$ cat src/rtl/eepst_pkg.sv
package eepst_pkg;

    typedef enum logic [2:0] {
        OP_NONE,
        OP_SET_LATCH,
        OP_CLR_LATCH,
        OP_STATUS_WR,
        OP_ARRAY_WR
    } op_e;

    typedef struct packed {
        logic       pin_en;
        logic [1:0] bp;
        logic       wel;
        logic       busy;
    } status_t;

    typedef struct packed {
        logic sr_grant;
        logic sr_deny;
        logic arr_grant;
        logic arr_deny;
    } verdict_t;

    typedef struct packed {
        logic       pin_en;
        logic [1:0] bp;
    } guard_t;

    function automatic logic [7:0] pack_status(status_t s);
        return {s.pin_en, 3'b000, s.bp, s.wel, s.busy};
    endfunction

    function automatic guard_t guard_from_byte(logic [7:0] d);
        guard_t g;
        g.pin_en = d[7];
        g.bp     = d[3:2];
        return g;
    endfunction

    // Regions always end at the top of the array, so the two highest address bits decide.
    function automatic logic addr_covered(logic [1:0] bp, logic [15:0] addr, int unsigned aw);
        logic hi1;
        logic hi0;
        hi1 = addr[aw-1];
        hi0 = addr[aw-2];
        case (bp)
            2'b00:   return 1'b0;
            2'b01:   return hi1 & hi0;
            2'b10:   return hi1;
            default: return 1'b1;
        endcase
    endfunction

endpackage

$ cat src/rtl/eepst_op_select.sv
module eepst_op_select
    import eepst_pkg::*;
(
    input  logic busy,
    input  logic cmd_wren,
    input  logic cmd_wrdi,
    input  logic cmd_wrsr,
    input  logic cmd_arr_wr,
    output op_e  op
);
    always_comb begin
        if (busy)            op = OP_NONE;
        else if (cmd_wrsr)   op = OP_STATUS_WR;
        else if (cmd_arr_wr) op = OP_ARRAY_WR;
        else if (cmd_wrdi)   op = OP_CLR_LATCH;
        else if (cmd_wren)   op = OP_SET_LATCH;
        else                 op = OP_NONE;
    end
endmodule

$ cat src/rtl/eepst_region_chk.sv
module eepst_region_chk
    import eepst_pkg::*;
#(
    parameter int ADDR_W = 11
) (
    input  logic [1:0]        bp,
    input  logic [ADDR_W-1:0] addr,
    output logic              covered
);
    logic [15:0] addr_ext;

    always_comb begin
        addr_ext = 16'(addr);
        covered  = addr_covered(bp, addr_ext, ADDR_W);
    end
endmodule

$ cat src/rtl/eepst_judge.sv
module eepst_judge
    import eepst_pkg::*;
(
    input  op_e      op,
    input  status_t  st,
    input  logic     wp_n,
    input  logic     covered,
    output verdict_t vd
);
    logic hw_lock;

    always_comb begin
        hw_lock = ~wp_n & st.pin_en;
        vd      = '0;
        case (op)
            OP_STATUS_WR: begin
                vd.sr_grant = st.wel & ~hw_lock;
                vd.sr_deny  = ~vd.sr_grant;
            end
            OP_ARRAY_WR: begin
                vd.arr_grant = st.wel & ~covered;
                vd.arr_deny  = ~vd.arr_grant;
            end
            default: vd = '0;
        endcase
    end
endmodule

$ cat src/rtl/eepst_state.sv
module eepst_state
    import eepst_pkg::*;
(
    input  logic       clk,
    input  logic       rst,
    input  logic [1:0] preload_bp,
    input  logic       preload_pin_en,
    input  op_e        op,
    input  verdict_t   vd,
    input  guard_t     new_guard,
    input  logic       wr_done,
    output status_t    st,
    output verdict_t   vd_q
);
    always_ff @(posedge clk) begin
        if (rst) begin
            st.pin_en <= preload_pin_en;
            st.bp     <= preload_bp;
            st.wel    <= 1'b0;
            st.busy   <= 1'b0;
            vd_q      <= '0;
        end else begin
            vd_q <= vd;
            if (st.busy) begin
                if (wr_done) begin
                    st.busy <= 1'b0;
                    st.wel  <= 1'b0;
                end
            end else begin
                case (op)
                    OP_SET_LATCH: st.wel <= 1'b1;
                    OP_CLR_LATCH: st.wel <= 1'b0;
                    OP_STATUS_WR: begin
                        if (vd.sr_grant) begin
                            st.pin_en <= new_guard.pin_en;
                            st.bp     <= new_guard.bp;
                            st.busy   <= 1'b1;
                        end else begin
                            st.wel <= 1'b0;
                        end
                    end
                    OP_ARRAY_WR: begin
                        if (vd.arr_grant) st.busy <= 1'b1;
                        else              st.wel  <= 1'b0;
                    end
                    default: ;
                endcase
            end
        end
    end
endmodule

$ cat src/rtl/eeprom_wp_ctrl.sv
module eeprom_wp_ctrl
    import eepst_pkg::*;
#(
    parameter  int ARRAY_KB = 2,
    localparam int ADDR_W   = $clog2(ARRAY_KB * 1024)
) (
    input  logic              clk,
    input  logic              rst,
    input  logic [1:0]        preload_bp,
    input  logic              preload_pin_en,
    input  logic              cmd_wren,
    input  logic              cmd_wrdi,
    input  logic              cmd_wrsr,
    input  logic [7:0]        wrsr_data,
    input  logic              cmd_arr_wr,
    input  logic [ADDR_W-1:0] arr_addr,
    input  logic              wp_n,
    input  logic              wr_done,
    output logic [7:0]        status_byte,
    output logic              busy,
    output logic              sr_grant,
    output logic              sr_deny,
    output logic              arr_grant,
    output logic              arr_deny
);
    op_e      op;
    status_t  st;
    verdict_t vd;
    verdict_t vd_q;
    guard_t   new_guard;
    logic     covered;

    assign new_guard = guard_from_byte(wrsr_data);

    eepst_op_select u_sel (
        .busy      (st.busy),
        .cmd_wren  (cmd_wren),
        .cmd_wrdi  (cmd_wrdi),
        .cmd_wrsr  (cmd_wrsr),
        .cmd_arr_wr(cmd_arr_wr),
        .op        (op)
    );

    eepst_region_chk #(.ADDR_W(ADDR_W)) u_region (
        .bp     (st.bp),
        .addr   (arr_addr),
        .covered(covered)
    );

    eepst_judge u_judge (
        .op     (op),
        .st     (st),
        .wp_n   (wp_n),
        .covered(covered),
        .vd     (vd)
    );

    eepst_state u_state (
        .clk           (clk),
        .rst           (rst),
        .preload_bp    (preload_bp),
        .preload_pin_en(preload_pin_en),
        .op            (op),
        .vd            (vd),
        .new_guard     (new_guard),
        .wr_done       (wr_done),
        .st            (st),
        .vd_q          (vd_q)
    );

    assign status_byte = pack_status(st);
    assign busy        = st.busy;
    assign sr_grant    = vd_q.sr_grant;
    assign sr_deny     = vd_q.sr_deny;
    assign arr_grant   = vd_q.arr_grant;
    assign arr_deny    = vd_q.arr_deny;
endmodule

$ cat config.mk
export PLATFORM = sky130hd
export DESIGN_NAME = eeprom_wp_ctrl
export DESIGN_NICKNAME = d
export VERILOG_FILES = /design/src/rtl/eepst_pkg.sv /design/src/rtl/eepst_op_select.sv /design/src/rtl/eepst_region_chk.sv /design/src/rtl/eepst_judge.sv /design/src/rtl/eepst_state.sv /design/src/rtl/eeprom_wp_ctrl.sv
export SDC_FILE = /design/constraint.sdc
export NUM_CORES = 1
export LEC_CHECK = 0
export ABC_AREA = 1
export ABC_CLOCK_PERIOD_IN_PS = 1300
export BUFFER_PORTS_ARGS = -buffer_cell sky130_fd_sc_hd__buf_2
export CORE_MARGIN = 10
export CORE_UTILIZATION = 35
export DETAILED_ROUTE_END_ITERATION = 10
export PLACE_DENSITY = 0.85
export SETUP_SLACK_MARGIN = 0.4
export SLEW_MARGIN = 20
export SYNTH_ARGS = -nofsm -noshare
export SYNTH_HDL_FRONTEND = slang
export SYNTH_SLANG_ARGS = --single-unit
$ cat constraint.sdc
create_clock -name clk -period 1.3 [get_ports clk]
set_input_delay 0.325 -clock clk [delete_from_list [all_inputs] [get_ports clk]]
set_output_delay 0.325 -clock clk [all_outputs]
set_load 0.01 [all_outputs]
==> results of run 1 <==
==> worst max path at each step <==
stage                               to                    start  slack [ps]
3_5_place_dp   u_state.st[4]$_DFFE_PP_                 cmd_wrdi          90
2_1_floorplan  u_state.st[2]$_DFFE_PP_  u_state.st[4]$_DFFE_PP_         200
4_1_cts                 status_byte[7]  u_state.st[4]$_DFFE_PP_          80
6_report                status_byte[7]  u_state.st[4]$_DFFE_PP_         100
3_3_place_gp   u_state.st[3]$_DFFE_PP_                 cmd_wrdi         140
5_1_grt                 status_byte[7]  u_state.st[4]$_DFFE_PP_          60
==> timing repair <==
item | CTS | global route
buffers inserted | 3 | 1
pin swaps | 0 | 3
setup endpoints to repair | 16 | 17
gates resized for setup | 9 | 9
==> area by class of cell <==
cell class / instances / area [um2]
inverters: 11 / 41.3
fillers: 143 / 554
flip-flops and latches: 9 / 219
well taps: 15 / 18.8
multi-input cells: 44 / 244
repair buffers: 29 / 198
clock buffers: 4 / 26.3
==> flip-flops by register name, summed over array words and instances (netlist names) <==
| signal | cells |
|---|---|
| u_state.vd_q | 4 |
| u_state.st | 5 |
==> cell families after synthesis <==
| group | Yosys count | share of synthesized area [%] |
|---|---|---|
| compound gates | 2 | 4.38 |
| buf+inv | 15 | 14.7 |
| flops | 9 | 43.3 |
| other cells | 1 | 0.772 |
| simple gates | 39 | 36.9 |
==> routing by layer <==
metal | GRT usage [%] | up-vias
met1 | 7.20 | 202
met2 | 12.4 | 14
li1 | - | 258
met5 | 0 | -
met4 | 7.05 | 0
met3 | 1.77 | 2
==> power groups by stage <==
stage	Sequential (mW)	Combinational, mW	Clock, mW
final	0.314	0.132	0.212
after global placement	0.321	0.107	0
after detailed placement	0.322	0.110	0
after floorplan	0.328	0.0625	0
after CTS	0.315	0.123	0.221
after global routing	0.315	0.147	0.241
==> placed cells by master, fill, tap and decap left out, drive strengths merged <==
master and instances:
clkinv 1, edfxtp 3, buf 29, or2 1, nand2 23, clkbuf 4
dfxtp 6, nor2 7, a21oi 2, inv 10, nand4 2, nand3 6
conb 3
==> results.txt, run 1 <==
Comb power frac: 20.0%
Critical Path RT: 980 ps
Largest net degree at the start of global routing: 9
Synth-to-layout area growth: 53.9%
CP max FO: 2
Overflow after GRT: 0
Wl on met1: 483 um
Ranking of synthesized cells by area: dfxtp_1 (25%), edfxtp_1 (19%), nand2_1 (18%)
TritonCTS Buffers: 3
Maxcap violations: 0
Met2 wire len: 713 um
# rows: 13
Synth async-reset ratio: 0%
Hold Path End: u_state.vd_q[3]$_SDFF_PP0_
Final setup fails: 0
DIE AREA: 0.00328 mm2
Worst r2r src: u_state.st[4]$_DFFE_PP_
H-tree levels: 1
Ys flop type: dfxtp_1
Fmax: 830 MHz
Clock buffer depth: 2
CTS root buffer: clkbuf_4
Final hold viol count: 0
Final WS setup: 95.9 ps
Worst skew pair latency: 250 ps
Reg2reg path depth: 3
Cells after DPL: 104
Initial core utilization: 37.3%
Hold Path Stages: 2
HPWL after DPL: 991 um
IO buf count: 25
Initial antenna violation count: 0
Routed Wire Length: 1300 um
Global-route wire length before repair: 1960 um
Number of flops mapped to enable cells by yosys: 3
Layout cells sized above 1: 49.5%
Netlist Area Pre-Place: 485 um2
DIE WIDTH: 57.2 um
Top post-synthesis cells by count: nand2_1 (23), inv_1 (7), dfxtp_1 (6)
Worst Path Arrival: 880 ps
FF+latch count, synth: 9
Power Total: 0.658 mW
Switching power total: 0.177 mW
Uppermost layer routed: met4
Min-delay src: rst
Hold WC Path Type: primary input to flip-flop
Wire length on met3: 70 um
Fin crit period: 1200 ps
Pre-CTS setup slack: 88.3 ps
Routed length per instance: 11.6 um
Layout Skew: 1.30 ps
Share of power burned in registers: 47.7%
Number of antenna diodes: 0
Cell-internal power: 0.481 mW
CP top delay family: flip-flops
CP Cell Sequence: buf_6
Top Ports: 43
Yosys warnings: 0
CP Buf/Inv Count: 1
Setup TNS: 0 ps
Core Footprint: 0.00130 mm2
GRT Util Overall: 7.38%
CTS tree: built
Post-route fraction of the period consumed by the critical path: 92.6%
Area after DPL: 611 um2
Mapped Cells: 66
Most frequent cell after synthesis: nand2_1
Post-route ant nets: 0
Pleak: 0.406 nW
Post-route cell area: 747 um2
Non-filler instance count after layout: 112
Final Slew Violations: 0
Post-layout util: 57.4%
Clk network pwr share: 32.3%
DRC errors left: 0
GP Congestion: 0.708
Max stage delay on crit path: 460 ps
Crit path kind: flip-flop to output port
Power Density: 881 mW/mm2
Clk sinks: 9
Clock transition at path regs: 60 ps
Vias in the first global route: 496
Via count: 476
Vias per cell: 4.25
DRT iter0 DRCs: 6
CP startpoint kind: flip-flop
Sequential fraction of the synthesis area: 43.3%
Net Sw Frac: 26.8%
Status: complete, no violations
Crit-path slowest cell: edfxtp_1
Reg2Reg Setup Slack: 140 ps
Synth Area per Inst: 7.36 um2
Unrepaired setup endpoints after global routing: yes
VDD IR max: 437 uV
Total Nets Final: 128
CP Capture Type: output port
DRT Pass-1 Iters: 4
Hold Buf Count CTS: 0
Reg-to-Reg End: u_state.st[4]$_DFFE_PP_
Netlist cell types: 16
Crit path depth: 1
Yosys top cell area share: 24.7%
Die Span Y: 57.2 um
Cell taking the most area after synthesis: dfxtp_1
Hold Slack: 292 ps
Power figures use the tool's default switching activity.
==> run 2, diff against run 1 <==
--- a/config.mk
+++ b/config.mk
@@ -11,8 +11,9 @@
 export CORE_MARGIN = 10
 export CORE_UTILIZATION = 35
 export DETAILED_ROUTE_END_ITERATION = 10
-export PLACE_DENSITY = 0.85
+export PLACE_DENSITY = 0.75
 export SETUP_SLACK_MARGIN = 0.4
+export SKIP_LAST_GASP = 1
 export SLEW_MARGIN = 20
 export SYNTH_ARGS = -nofsm -noshare
 export SYNTH_HDL_FRONTEND = slang
==> run 2 against run 1 <==
  * Core utilization up 4.0 points
  * Routed wire length up 11%
  * Cell count up 2.7%
  * Setup slack better by 2.2 ps
  * Global-route usage up 0.89 points
  * Die area unchanged
  * Clock skew up 5.5 ps
  * Non-clock buffer count up 3
  * Flip-flop and latch count unchanged
  * Critical path type unchanged
  * Critical endpoint unchanged
  * Largest cell class unchanged
  * Largest power group unchanged
==> results.txt, run 2 (synthesis results as in run 1) <==
Footprint of the multi-input gates: 265 um2
Number of antenna diodes: 0
Hold Slack: 319 ps
Synth-to-layout area growth: 64.7%
Layout Skew: 6.76 ps
Final setup fails: 0
Share of power burned in registers: 45.6%
DRC errors left: 0
Status: complete, no violations
Max stage delay on crit path: 440 ps
# rows: 13
Overflow after GRT: 0
Worst skew pair latency: 270 ps
Layout cells sized above 1: 56.0%
Routed Wire Length: 1440 um
Top Ports: 43
Routed length per instance: 12.5 um
Via count: 513
Commonest non-fill, non-tap cell in the layout: nand2_1
Pleak: 0.428 nW
GRT Util Overall: 8.27%
Filler cell count in the final layout: 125
Largest net degree at the start of global routing: 9
Final WS setup: 98.1 ps
Total Nets Final: 131
Unrepaired setup endpoints after global routing: yes
Vias per cell: 4.46
Post-route fraction of the period consumed by the critical path: 92.5%
Die Span Y: 57.2 um
Global-route wire length before repair: 2190 um
DIE AREA: 0.00328 mm2
H-tree levels: 1
Critical Path RT: 980 ps
Top Registers: u_state.st: 5 flops, u_state.vd_q: 4 flops
CTS root buffer: clkbuf_4
Final hold viol count: 0
Setup TNS: 0 ps
CP Buf/Inv Count: 1
Clk sinks: 9
Initial core utilization: 37.3%
Hold WC Path Type: primary input to flip-flop
Post-route ant nets: 0
Maxcap violations: 0
CP max FO: 2
Biggest register: u_state.st
Clock buffer depth: 2
CTS tree: built
Power Density: 861 mW/mm2
Core Footprint: 0.00130 mm2
Worst Path Arrival: 880 ps
Comb power frac: 21.9%
Clock transition at path regs: 70 ps
Vias in the first global route: 542
DIE WIDTH: 57.2 um
Fmax: 832 MHz
HPWL after DPL: 979 um
DRT iter0 DRCs: 5
IO buf count: 25
Initial antenna violation count: 0
CP Cell Sequence: buf_2
TritonCTS Buffers: 3
Crit path kind: flip-flop to output port
Cell-internal power: 0.494 mW
Max FFs per register: 5
Pre-CTS setup slack: 121 ps
CP startpoint kind: flip-flop
DRT Pass-1 Iters: 3
Switching power total: 0.195 mW
Clk network pwr share: 32.4%
GP Congestion: 0.754
FF/Latch Area: 221 um2
Net Sw Frac: 28.3%
Crit-path slowest cell: edfxtp_1
CP Capture Type: output port
Final Slew Violations: 0
Most frequent cells in the layout: nand2_1 (21), buf_2 (19), buf_6 (9), inv_1 (7)
CP top delay family: flip-flops
VDD IR max: 634 uV
Fin crit period: 1200 ps
run 2: worst paths after layout:
kind | from | end | slack (ps) | cells past startpoint
min reg2reg | u_state.st[1]$_SDFFE_PP0P_ | u_state.vd_q[0]$_SDFF_PP0_ | 570 | 2
max reg2reg | u_state.st[4]$_DFFE_PP_ | u_state.st[2]$_DFFE_PP_ | 180 | 3
min | rst | u_state.vd_q[3]$_SDFF_PP0_ | 320 | 2
max | u_state.st[4]$_DFFE_PP_ | status_byte[7] | 100 | 1
run 2: power by group through the flow:
stage / Sequential, mW / Clock [mW] / Combinational [mW]
after floorplan: 0.328 / 0 / 0.0625
after global placement: 0.321 / 0 / 0.107
after detailed placement: 0.321 / 0 / 0.110
after CTS: 0.312 / 0.232 / 0.123
after global routing: 0.315 / 0.244 / 0.169
final: 0.314 / 0.223 / 0.151
run 2: area by class of cell:
class,count,share of cell area [%]
sequential,9,27.7
tap,15,2.35
inverter,11,5.16
timing repair buffer,32,28.3
clock buffer,4,3.29
multi-input combinational,44,33.2
run 2: per-stage QoR:
step	cells	utilization (%)	cell area (um2)	power [mW]
2_1_floorplan	68	-	497	0.391
3_3_place_gp	104	46.9	611	0.428
3_5_place_dp	104	46.9	611	0.431
4_1_cts	113	54.8	713	0.667
5_1_grt	115	61.4	800	0.728
6_report	115	61.4	800	0.689
run 2: layer usage:
metal	vias to the layer above	global-route usage [%]	wire length (um)
li1	262	-	-
met5	-	0	0
met2	19	13.5	780
met3	6	4.87	121
met4	0	5.03	33
met1	226	7.84	506
run 2: repair_timing:
action,CTS,global route
setup buffers,5,2
hold buffers,0,0
pin swaps,2,7
setup endpoints to repair,15,18
gates resized for setup,9,18
